[config.mk]
export PLATFORM = sky130hd
export DESIGN_NAME = uart_mmio_front
export DESIGN_NICKNAME = d
export VERILOG_FILES = /design/src/rtl/uart_mmio_pkg.sv /design/src/rtl/uart_mmio_fifo.sv /design/src/rtl/uart_mmio_decode.sv /design/src/rtl/uart_mmio_regs.sv /design/src/rtl/uart_mmio_front.sv
export SDC_FILE = /design/constraint.sdc
export NUM_CORES = 1
export LEC_CHECK = 0
export ABC_AREA = 1
export BUFFER_PORTS_ARGS = -buffer_cell sky130_fd_sc_hd__buf_2
export CORE_MARGIN = 2
export CORE_UTILIZATION = 59
export DETAILED_ROUTE_END_ITERATION = 10
export PLACE_DENSITY_LB_ADDON = 0.15
export SLEW_MARGIN = 20
export SYNTH_ARGS = -nofsm -noshare
export SYNTH_HDL_FRONTEND = slang
export SYNTH_SLANG_ARGS = --single-unit
[constraint.sdc]
create_clock -name clk -period 3.25 [get_ports clk]
set_clock_uncertainty 0.1 [all_clocks]
set_input_delay 0.325 -clock clk [delete_from_list [all_inputs] [get_ports clk]]
set_output_delay 0.325 -clock clk [all_outputs]
set_load 0.005 [all_outputs]
[src/rtl/uart_mmio_pkg.sv]
package uart_mmio_pkg;

  localparam int unsigned WORD_W  = 32;
  localparam int unsigned BYTE_W  = 8;
  localparam int unsigned THR_LSB = 16;
  localparam int unsigned THR_W   = 3;
  localparam int unsigned TXWM_BIT = 0;
  localparam int unsigned RXWM_BIT = 1;
  localparam int unsigned FLAG_BIT = 31;

  // word index order defines the register offsets
  typedef enum logic [2:0] {
    SEL_TXD  = 3'd0,
    SEL_RXD  = 3'd1,
    SEL_TXC  = 3'd2,
    SEL_RXC  = 3'd3,
    SEL_IEN  = 3'd4,
    SEL_IPD  = 3'd5,
    SEL_DIV  = 3'd6,
    SEL_NONE = 3'd7
  } reg_sel_e;

endpackage

[src/rtl/uart_mmio_fifo.sv]
module uart_mmio_fifo #(
  parameter int unsigned WIDTH = 8,
  parameter int unsigned DEPTH = 8,
  localparam int unsigned PTR_W = (DEPTH > 1) ? $clog2(DEPTH) : 1,
  localparam int unsigned CNT_W = $clog2(DEPTH + 1)
) (
  input  logic             clk,
  input  logic             rst_n,
  input  logic             push_en,
  input  logic [WIDTH-1:0] push_data,
  input  logic             pop_en,
  output logic             push_ok,
  output logic             pop_ok,
  output logic [WIDTH-1:0] head,
  output logic [CNT_W-1:0] count,
  output logic             full,
  output logic             empty
);

  logic [WIDTH-1:0] mem_q [DEPTH];
  logic [PTR_W-1:0] wr_ptr_q, wr_ptr_d;
  logic [PTR_W-1:0] rd_ptr_q, rd_ptr_d;
  logic [CNT_W-1:0] cnt_q, cnt_d;

  assign full    = (cnt_q == CNT_W'(DEPTH));
  assign empty   = (cnt_q == '0);
  assign push_ok = push_en && !full;
  assign pop_ok  = pop_en && !empty;
  assign head    = mem_q[rd_ptr_q];
  assign count   = cnt_q;

  function automatic logic [PTR_W-1:0] ptr_inc(input logic [PTR_W-1:0] p);
    if (p == PTR_W'(DEPTH - 1)) return '0;
    return p + PTR_W'(1);
  endfunction

  always_comb begin
    wr_ptr_d = wr_ptr_q;
    rd_ptr_d = rd_ptr_q;
    cnt_d    = cnt_q;
    if (push_ok) wr_ptr_d = ptr_inc(wr_ptr_q);
    if (pop_ok)  rd_ptr_d = ptr_inc(rd_ptr_q);
    cnt_d = cnt_q + CNT_W'(push_ok) - CNT_W'(pop_ok);
  end

  always_ff @(posedge clk or negedge rst_n) begin
    if (!rst_n) begin
      wr_ptr_q <= '0;
      rd_ptr_q <= '0;
      cnt_q    <= '0;
    end else begin
      wr_ptr_q <= wr_ptr_d;
      rd_ptr_q <= rd_ptr_d;
      cnt_q    <= cnt_d;
    end
  end

  // storage carries no reset; only written entries are ever read
  always_ff @(posedge clk) begin
    if (push_ok) mem_q[wr_ptr_q] <= push_data;
  end

  AST_FIFO_NO_OVERFLOW: assert property (@(posedge clk) disable iff (!rst_n) (full && push_en && !pop_en) |=> (count == $past(count)));
  AST_FIFO_EMPTY_HOLD: assert property (@(posedge clk) disable iff (!rst_n) (empty && pop_en && !push_en) |=> (count == '0));

endmodule

[src/rtl/uart_mmio_decode.sv]
module uart_mmio_decode
  import uart_mmio_pkg::*;
#(
  parameter int unsigned ADDR_W = 5,
  localparam int unsigned IDX_W = ADDR_W - 2
) (
  input  logic              req_valid,
  input  logic              req_write,
  input  logic [ADDR_W-1:0] req_addr,
  input  logic [3:0]        req_be,
  output logic              wr_stb,
  output logic              rd_stb,
  output logic              rd_any,
  output reg_sel_e          sel
);

  logic [IDX_W-1:0] idx;
  logic             whole;
  logic             mapped;

  assign idx    = req_addr[ADDR_W-1:2];
  assign whole  = (req_be == 4'hF);
  assign mapped = (req_addr[1:0] == 2'b00) && (idx <= IDX_W'(SEL_DIV));

  always_comb begin
    sel = SEL_NONE;
    if (mapped) sel = reg_sel_e'(idx[2:0]);
  end

  assign rd_any = req_valid && !req_write;
  assign rd_stb = rd_any && whole && mapped;
  assign wr_stb = req_valid && req_write && whole && mapped;

endmodule

[src/rtl/uart_mmio_regs.sv]
module uart_mmio_regs
  import uart_mmio_pkg::*;
#(
  parameter int unsigned DEPTH = 8,
  localparam int unsigned CNT_W = $clog2(DEPTH + 1)
) (
  input  logic              clk,
  input  logic              rst_n,
  input  logic              wr_stb,
  input  logic              rd_stb,
  input  logic              rd_any,
  input  reg_sel_e          sel,
  input  logic [WORD_W-1:0] wdata,
  input  logic [BYTE_W-1:0] rx_head,
  input  logic              rx_empty,
  input  logic [CNT_W-1:0]  rx_count,
  input  logic [CNT_W-1:0]  tx_count,
  input  logic              tx_flag,
  output logic              rsp_valid,
  output logic [WORD_W-1:0] rsp_rdata,
  output logic [WORD_W-1:0] baud_div,
  output logic              irq
);

  logic [WORD_W-1:0] ien_q, ien_d;
  logic [WORD_W-1:0] txc_q, txc_d;
  logic [WORD_W-1:0] rxc_q, rxc_d;
  logic [WORD_W-1:0] div_q, div_d;
  logic [WORD_W-1:0] rdata_q, rdata_d;
  logic              rvalid_q;
  logic [CNT_W-1:0]  tx_thr, rx_thr;
  logic              tx_pend, rx_pend;
  logic [WORD_W-1:0] pend_word;

  assign tx_thr  = CNT_W'(txc_q[THR_LSB +: THR_W]);
  assign rx_thr  = CNT_W'(rxc_q[THR_LSB +: THR_W]);
  assign tx_pend = (tx_count < tx_thr);
  assign rx_pend = (rx_count > rx_thr);

  always_comb begin
    pend_word = '0;
    pend_word[TXWM_BIT] = tx_pend;
    pend_word[RXWM_BIT] = rx_pend;
  end

  always_comb begin
    ien_d = ien_q;
    txc_d = txc_q;
    rxc_d = rxc_q;
    div_d = div_q;
    if (wr_stb) begin
      unique case (sel)
        SEL_IEN: ien_d = wdata;
        SEL_TXC: txc_d = wdata;
        SEL_RXC: rxc_d = wdata;
        SEL_DIV: div_d = wdata;
        default: ;
      endcase
    end
  end

  always_comb begin
    rdata_d = '0;
    if (rd_stb) begin
      unique case (sel)
        SEL_TXD: rdata_d[FLAG_BIT] = tx_flag;
        SEL_RXD: rdata_d = rx_empty ? (WORD_W'(1) << FLAG_BIT) : WORD_W'(rx_head);
        SEL_TXC: rdata_d = txc_q;
        SEL_RXC: rdata_d = rxc_q;
        SEL_IEN: rdata_d = ien_q;
        SEL_IPD: rdata_d = pend_word;
        SEL_DIV: rdata_d = div_q;
        default: rdata_d = '0;
      endcase
    end
  end

  always_ff @(posedge clk or negedge rst_n) begin
    if (!rst_n) begin
      ien_q    <= '0;
      txc_q    <= '0;
      rxc_q    <= '0;
      div_q    <= '0;
      rdata_q  <= '0;
      rvalid_q <= 1'b0;
    end else begin
      ien_q    <= ien_d;
      txc_q    <= txc_d;
      rxc_q    <= rxc_d;
      div_q    <= div_d;
      rvalid_q <= rd_any;
      if (rd_any) rdata_q <= rdata_d;
    end
  end

  assign rsp_valid = rvalid_q;
  assign rsp_rdata = rdata_q;
  assign baud_div  = div_q;
  assign irq       = ien_q[TXWM_BIT] | (ien_q[RXWM_BIT] & !rx_empty);

  AST_IRQ_QUIET: assert property (@(posedge clk) disable iff (!rst_n) (!ien_q[TXWM_BIT] && rx_empty) |-> !irq);
  AST_CTRL_HOLD: assert property (@(posedge clk) disable iff (!rst_n) !(wr_stb && sel == SEL_RXC) |=> $stable(rxc_q));

endmodule

[src/rtl/uart_mmio_front.sv]
module uart_mmio_front
  import uart_mmio_pkg::*;
#(
  parameter int unsigned DEPTH  = 8,
  parameter int unsigned ADDR_W = 5,
  localparam int unsigned CNT_W = $clog2(DEPTH + 1)
) (
  input  logic              clk,
  input  logic              rst_n,
  input  logic              req_valid,
  input  logic              req_write,
  input  logic [ADDR_W-1:0] req_addr,
  input  logic [3:0]        req_be,
  input  logic [31:0]       req_wdata,
  output logic              rsp_valid,
  output logic [31:0]       rsp_rdata,
  output logic              tx_valid,
  input  logic              tx_ready,
  output logic [7:0]        tx_data,
  input  logic              rx_valid,
  output logic              rx_ready,
  input  logic [7:0]        rx_data,
  output logic [31:0]       baud_div,
  output logic              irq
);

  logic             wr_stb, rd_stb, rd_any;
  reg_sel_e         sel;
  logic             tx_push_req, tx_push_ok, tx_pop_ok, tx_full, tx_empty;
  logic [CNT_W-1:0] tx_count;
  logic             rx_pop_req, rx_push_ok, rx_pop_ok, rx_full, rx_empty;
  logic [CNT_W-1:0] rx_count;
  logic [7:0]       rx_head;
  logic             flag_q, flag_d;

  uart_mmio_decode #(.ADDR_W(ADDR_W)) u_dec (
    .req_valid (req_valid),
    .req_write (req_write),
    .req_addr  (req_addr),
    .req_be    (req_be),
    .wr_stb    (wr_stb),
    .rd_stb    (rd_stb),
    .rd_any    (rd_any),
    .sel       (sel)
  );

  assign tx_push_req = wr_stb && (sel == SEL_TXD);
  assign rx_pop_req  = rd_stb && (sel == SEL_RXD);

  uart_mmio_fifo #(.WIDTH(BYTE_W), .DEPTH(DEPTH)) u_txq (
    .clk       (clk),
    .rst_n     (rst_n),
    .push_en   (tx_push_req),
    .push_data (req_wdata[BYTE_W-1:0]),
    .pop_en    (tx_ready),
    .push_ok   (tx_push_ok),
    .pop_ok    (tx_pop_ok),
    .head      (tx_data),
    .count     (tx_count),
    .full      (tx_full),
    .empty     (tx_empty)
  );

  uart_mmio_fifo #(.WIDTH(BYTE_W), .DEPTH(DEPTH)) u_rxq (
    .clk       (clk),
    .rst_n     (rst_n),
    .push_en   (rx_valid),
    .push_data (rx_data),
    .pop_en    (rx_pop_req),
    .push_ok   (rx_push_ok),
    .pop_ok    (rx_pop_ok),
    .head      (rx_head),
    .count     (rx_count),
    .full      (rx_full),
    .empty     (rx_empty)
  );

  assign tx_valid = !tx_empty;
  assign rx_ready = !rx_full;

  // full flag: raised by the push that fills, dropped by any drain
  always_comb begin
    if (flag_q) flag_d = !tx_pop_ok;
    else        flag_d = tx_push_ok && !tx_pop_ok && (tx_count == CNT_W'(DEPTH - 1));
  end

  always_ff @(posedge clk or negedge rst_n) begin
    if (!rst_n) flag_q <= 1'b0;
    else        flag_q <= flag_d;
  end

  uart_mmio_regs #(.DEPTH(DEPTH)) u_regs (
    .clk       (clk),
    .rst_n     (rst_n),
    .wr_stb    (wr_stb),
    .rd_stb    (rd_stb),
    .rd_any    (rd_any),
    .sel       (sel),
    .wdata     (req_wdata),
    .rx_head   (rx_head),
    .rx_empty  (rx_empty),
    .rx_count  (rx_count),
    .tx_count  (tx_count),
    .tx_flag   (flag_q),
    .rsp_valid (rsp_valid),
    .rsp_rdata (rsp_rdata),
    .baud_div  (baud_div),
    .irq       (irq)
  );

  AST_EMPTY_READ: assert property (@(posedge clk) disable iff (!rst_n) (rx_pop_req && rx_empty) |=> (rsp_rdata == 32'h8000_0000));
  AST_FLAG_TRACKS: assert property (@(posedge clk) disable iff (!rst_n) flag_q == tx_full);
  AST_POP_ONLY_ON_READ: assert property (@(posedge clk) disable iff (!rst_n) rx_pop_ok |-> rx_pop_req);

endmodule

==> flow_metrics.py <==
metrics = {
    "status": {
        "status": "finished clean",
    },
    "timing": {
        "report.final.slew_viol_count": 0,
        "slew_headroom_pct": 30.4,
        "setup_violations": 0,
        "rsz0062_at_grt": "false",
        "final_period_minus_worst_setup_slack_ps": 2840,
        "hold_viol_final": 0,
        "fmax_mhz": 352,
        "setup_total_negative_slack_ps": 0,
        "worstMarginPinSlew_ps": 1040,
        "fin_crit_sh_pct": 87.4,
    },
    "setup_path": {
        "timing.critical_path.slowest_stage_cell": "sky130_fd_sc_hd__dfrtp_1",
        "worst-setup-path-type": "reg -> out",
        "worst-r2r-cell-count": 12,
        "critical_path.top_delay_family": "flip-flops",
        "arrival_ps": 2420,
        "timing.critical_path.required_ps": 2820,
        "worstSetupStartpoint": "u_txq.rd_ptr_q[1]",
        "critical_path.endpoint_type": "output pin",
        "cp-start-kind": "flop",
        "r2r_setup_slack_ps": 420,
        "crit_path_cell_chain": "o21ai_0 > o32ai_1 > nand2_1 > nand2_1 > buf_2",
        "critical_path.n_buffers_inverters": 1,
        "r2r_start": "u_rxq.count[2]",
        "crit_path_max_incr_delay_ps": 1020,
        "rr_endpoint": "u_rxq.count[2]",
        "crit_top_cell": "sky130_fd_sc_hd__nand2_1",
        "critPathMaxFanout": 34,
    },
    "placement": {
        "placed_area_sq_mm": 0.0147,
        "placement.io_buffers": 130,
        "hpwl_um": 20100,
        "gp_routability_congestion": 0.838,
    },
    "detailed_routing": {
        "detail_route.vias_per_cell": 5.33,
        "routed_wire_length_per_instance_um": 16.7,
        "detail_route.wirelength_um": 31600,
        "drt_first_pass_iters": 5,
        "final_antenna_net_count": 0,
        "route.detailed.drc": 0,
        "via_count": 10089,
        "drt_iter0_markers": 882,
    },
    "synthesis": {
        "mappedNetlistNets": 1500,
        "netlist_instances": 1417,
        "postSynth.topFlopCell": "sky130_fd_sc_hd__dfrtp_1",
        "synthesis.yosys.warnings": 0,
        "synth.avg_cell_area_sq_um": 9.73,
        "synth_cell_type_count": 41,
        "synth.ff_latch_count": 310,
        "synth_enable_flop_cells": 128,
        "seq_area_frac_synth_pct": 60.9,
        "synth_async_sr_flop_share_pct": 58.7,
        "syn_area_sq_mm": 0.0138,
    },
    "pwr": {
        "power.ir.vdd_worst_mv": 0.665,
        "powerDensity_mw_per_mm2": 613,
        "static-leakage-power_nw": 7.42,
    },
    "global_route": {
        "grt-ovfl-total": 0,
        "antenna_found_initial": 0,
        "grt_pass1_wl_um": 51400,
        "maximum_number_of_pins_on_one_net_before_global_route_repair": 79,
        "grt_pass1_vias": 9953,
        "grt_util_all_layers_pct": 26.8,
    },
    "cts": {
        "root_buf_cell": "sky130_fd_sc_hd__clkbuf_16",
        "clkSlewWorstSetupHoldPaths_ps": 60,
        "clkSinkCount": 310,
        "clkLatencyLatePin_ps": 510,
        "clockBufferDepth": 3,
        "tritoncts": "built",
        "count_of_instances_resized_after_the_clock_tree_is_built": 0,
        "cts_made_buffers": 34,
        "cts-htree-levels": 2,
    },
    "floorplanning": {
        "fp.dieArea_sq_mm": 0.0246,
        "die_width_um": 157,
        "placementRows": 55,
        "die_height_um": 157,
        "top_level_ports": 131,
        "core_footprint_sq_mm": 0.0228,
        "start_util_pct": 60.5,
    },
    "flow_run": {
        "drv_cap": 0,
    },
    "finish": {
        "stdcell_area_sq_mm": 0.0158,
        "area_growth_syn_to_layout_pct": 14.7,
        "ant_diodes": 0,
        "ratio_of_cells_with_drive_above_1_in_the_final_layout_pct": 18.9,
        "finalNetCount": 1638,
    },
    "worst_hold_path": {
        "hold_path_depth": 1,
        "worstHoldEndpoint": "u_rxq.mem_q[7][0]",
        "worstHoldStart": "rx_data[0]",
        "holdCritPathClass": "in -> reg",
    },
}
[logic make-up (layout without fill, tap and decap cells)]
family	after synthesis	count (layout)	synth area share (%)
flip-flops	310	310	60.9
XOR/XNOR	4	4	0.254
AND/OR/NAND/NOR	696	696	20.6
adder cells (fa/ha/maj)	28	28	2.65
AO/OA/AOI/OAI	196	196	9.32
buffers and inverters	183	345	6.27
[layout make-up]
class | count | area (sq um)
clock buffer | 49 | 1020
clock inverter | 11 | 57.6
fill | 1787 | 6960
inverter | 120 | 457
multi-input combinational | 924 | 4530
sequential | 310 | 8400
tap | 313 | 392
timing repair buffer | 165 | 962
[how the worst max path moves through the flow]
stage,end,cells past startpoint,slack (ps)
2_1_floorplan,u_rxq.count[2],12,740
4_1_cts,u_rxq.count[2],12,420
5_1_grt,u_rxq.count[2],12,200
3_5_place_dp,u_rxq.count[2],12,470
3_3_place_gp,u_rxq.count[2],12,600
6_report,tx_data[1],5,410
[synthesized netlist by cell type (2+ instances only)]
cell type	instances	area share (%)
sky130_fd_sc_hd__clkbuf_8	2	0.20
sky130_fd_sc_hd__nand2_4	2	0.16
sky130_fd_sc_hd__buf_6	13	1.1
sky130_fd_sc_hd__nand3_1	47	1.7
sky130_fd_sc_hd__edfxtp_1	128	28
sky130_fd_sc_hd__o32ai_1	16	1.0
sky130_fd_sc_hd__ha_1	26	2.4
sky130_fd_sc_hd__inv_1	108	2.9
sky130_fd_sc_hd__dfrtp_1	182	33
sky130_fd_sc_hd__clkinv_1	3	0.082
sky130_fd_sc_hd__nand4_1	25	1.1
sky130_fd_sc_hd__inv_2	7	0.19
sky130_fd_sc_hd__a21oi_1	12	0.44
sky130_fd_sc_hd__xnor2_1	4	0.25
sky130_fd_sc_hd__nand2_1	457	12
sky130_fd_sc_hd__o211ai_1	2	0.11
sky130_fd_sc_hd__nor3_1	4	0.15
sky130_fd_sc_hd__buf_4	8	0.44
sky130_fd_sc_hd__o21ai_1	14	0.51
sky130_fd_sc_hd__clkbuf_1	20	0.54
sky130_fd_sc_hd__nor2_1	144	3.9
sky130_fd_sc_hd__fa_1	2	0.29
sky130_fd_sc_hd__nand2_2	4	0.18
sky130_fd_sc_hd__buf_2	19	0.69
sky130_fd_sc_hd__or2_2	2	0.091
sky130_fd_sc_hd__o21ai_2	62	3.9
sky130_fd_sc_hd__nor2_4	4	0.33
sky130_fd_sc_hd__o21ai_0	87	3.2
[worst register-to-register path: cells and delay by family, from the launching register on]
| kind | cells | cell delay, ps |
|---|---|---|
| flops | 1 | 390 |
| simple gates | 3 | 790 |
| buf+inv | 4 | 310 |
| xor+xnor | 1 | 140 |
| fa+ha+maj | 4 | 990 |
[per-stage QoR]
step	cells	total power (W)	utilization (%)	hold slack, ps	setup WS (ps)
5_1_grt	1892	0.0102	69.4	12.6	198
2_1_floorplan	1417	0.00553	-	-70.6	739
3_5_place_dp	1826	0.00608	64.4	301	473
3_3_place_gp	1826	0.00600	64.4	296	598
6_report	1892	0.00969	69.4	14.3	410
4_1_cts	1892	0.00975	69.4	5.60	425
[cell usage in the layout (no fill, tap or decap), types with 12 or more instances in the layout]
cell type / count
sky130_fd_sc_hd__nand4_1: 25
sky130_fd_sc_hd__ha_1: 26
sky130_fd_sc_hd__nor2_1: 144
sky130_fd_sc_hd__clkbuf_16: 35
sky130_fd_sc_hd__inv_1: 108
sky130_fd_sc_hd__dfrtp_1: 182
sky130_fd_sc_hd__o21ai_2: 62
sky130_fd_sc_hd__a21oi_1: 12
sky130_fd_sc_hd__o21ai_0: 87
sky130_fd_sc_hd__edfxtp_1: 128
sky130_fd_sc_hd__buf_2: 129
sky130_fd_sc_hd__o32ai_1: 16
sky130_fd_sc_hd__nand3_1: 47
sky130_fd_sc_hd__nand2_1: 457
sky130_fd_sc_hd__o21ai_1: 14
sky130_fd_sc_hd__buf_4: 27
[what timing repair did]
action | 4_1_cts | 5_1_grt
hold buffers | 6 | 0
hold endpoints to repair | 105 | 0
setup buffers | 0 | 0
[layer usage]
layer	track usage (%)	up-vias	wire length, um
met3	4.19	62	1920
li1	-	4911	-
met2	44.3	301	15300
met5	0	-	0
met1	37.0	4815	13600
met4	7.91	0	741
[report_power, final]
part / total [W] / switching, W / internal, W
Combinational: 0.00153 / 0.000958 / 0.000574
Sequential: 0.00450 / 0.000185 / 0.00432
Clock: 0.00366 / 0.00149 / 0.00217
[state kept, by name (all words and copies together), names as in the netlist]
register,cells
u_rxq.mem_q,64
u_txq.mem_q,64
u_regs.baud_div,32
u_regs.ien_q,32
u_regs.rsp_rdata,32
u_regs.rxc_q,32
u_regs.txc_q,32
u_rxq.count,4
u_txq.count,4
u_rxq.rd_ptr_q,3
u_rxq.wr_ptr_q,3
u_txq.rd_ptr_q,3
u_txq.wr_ptr_q,3
flag_q,1
u_regs.rsp_valid,1
(Power assumes the default switching activity.)
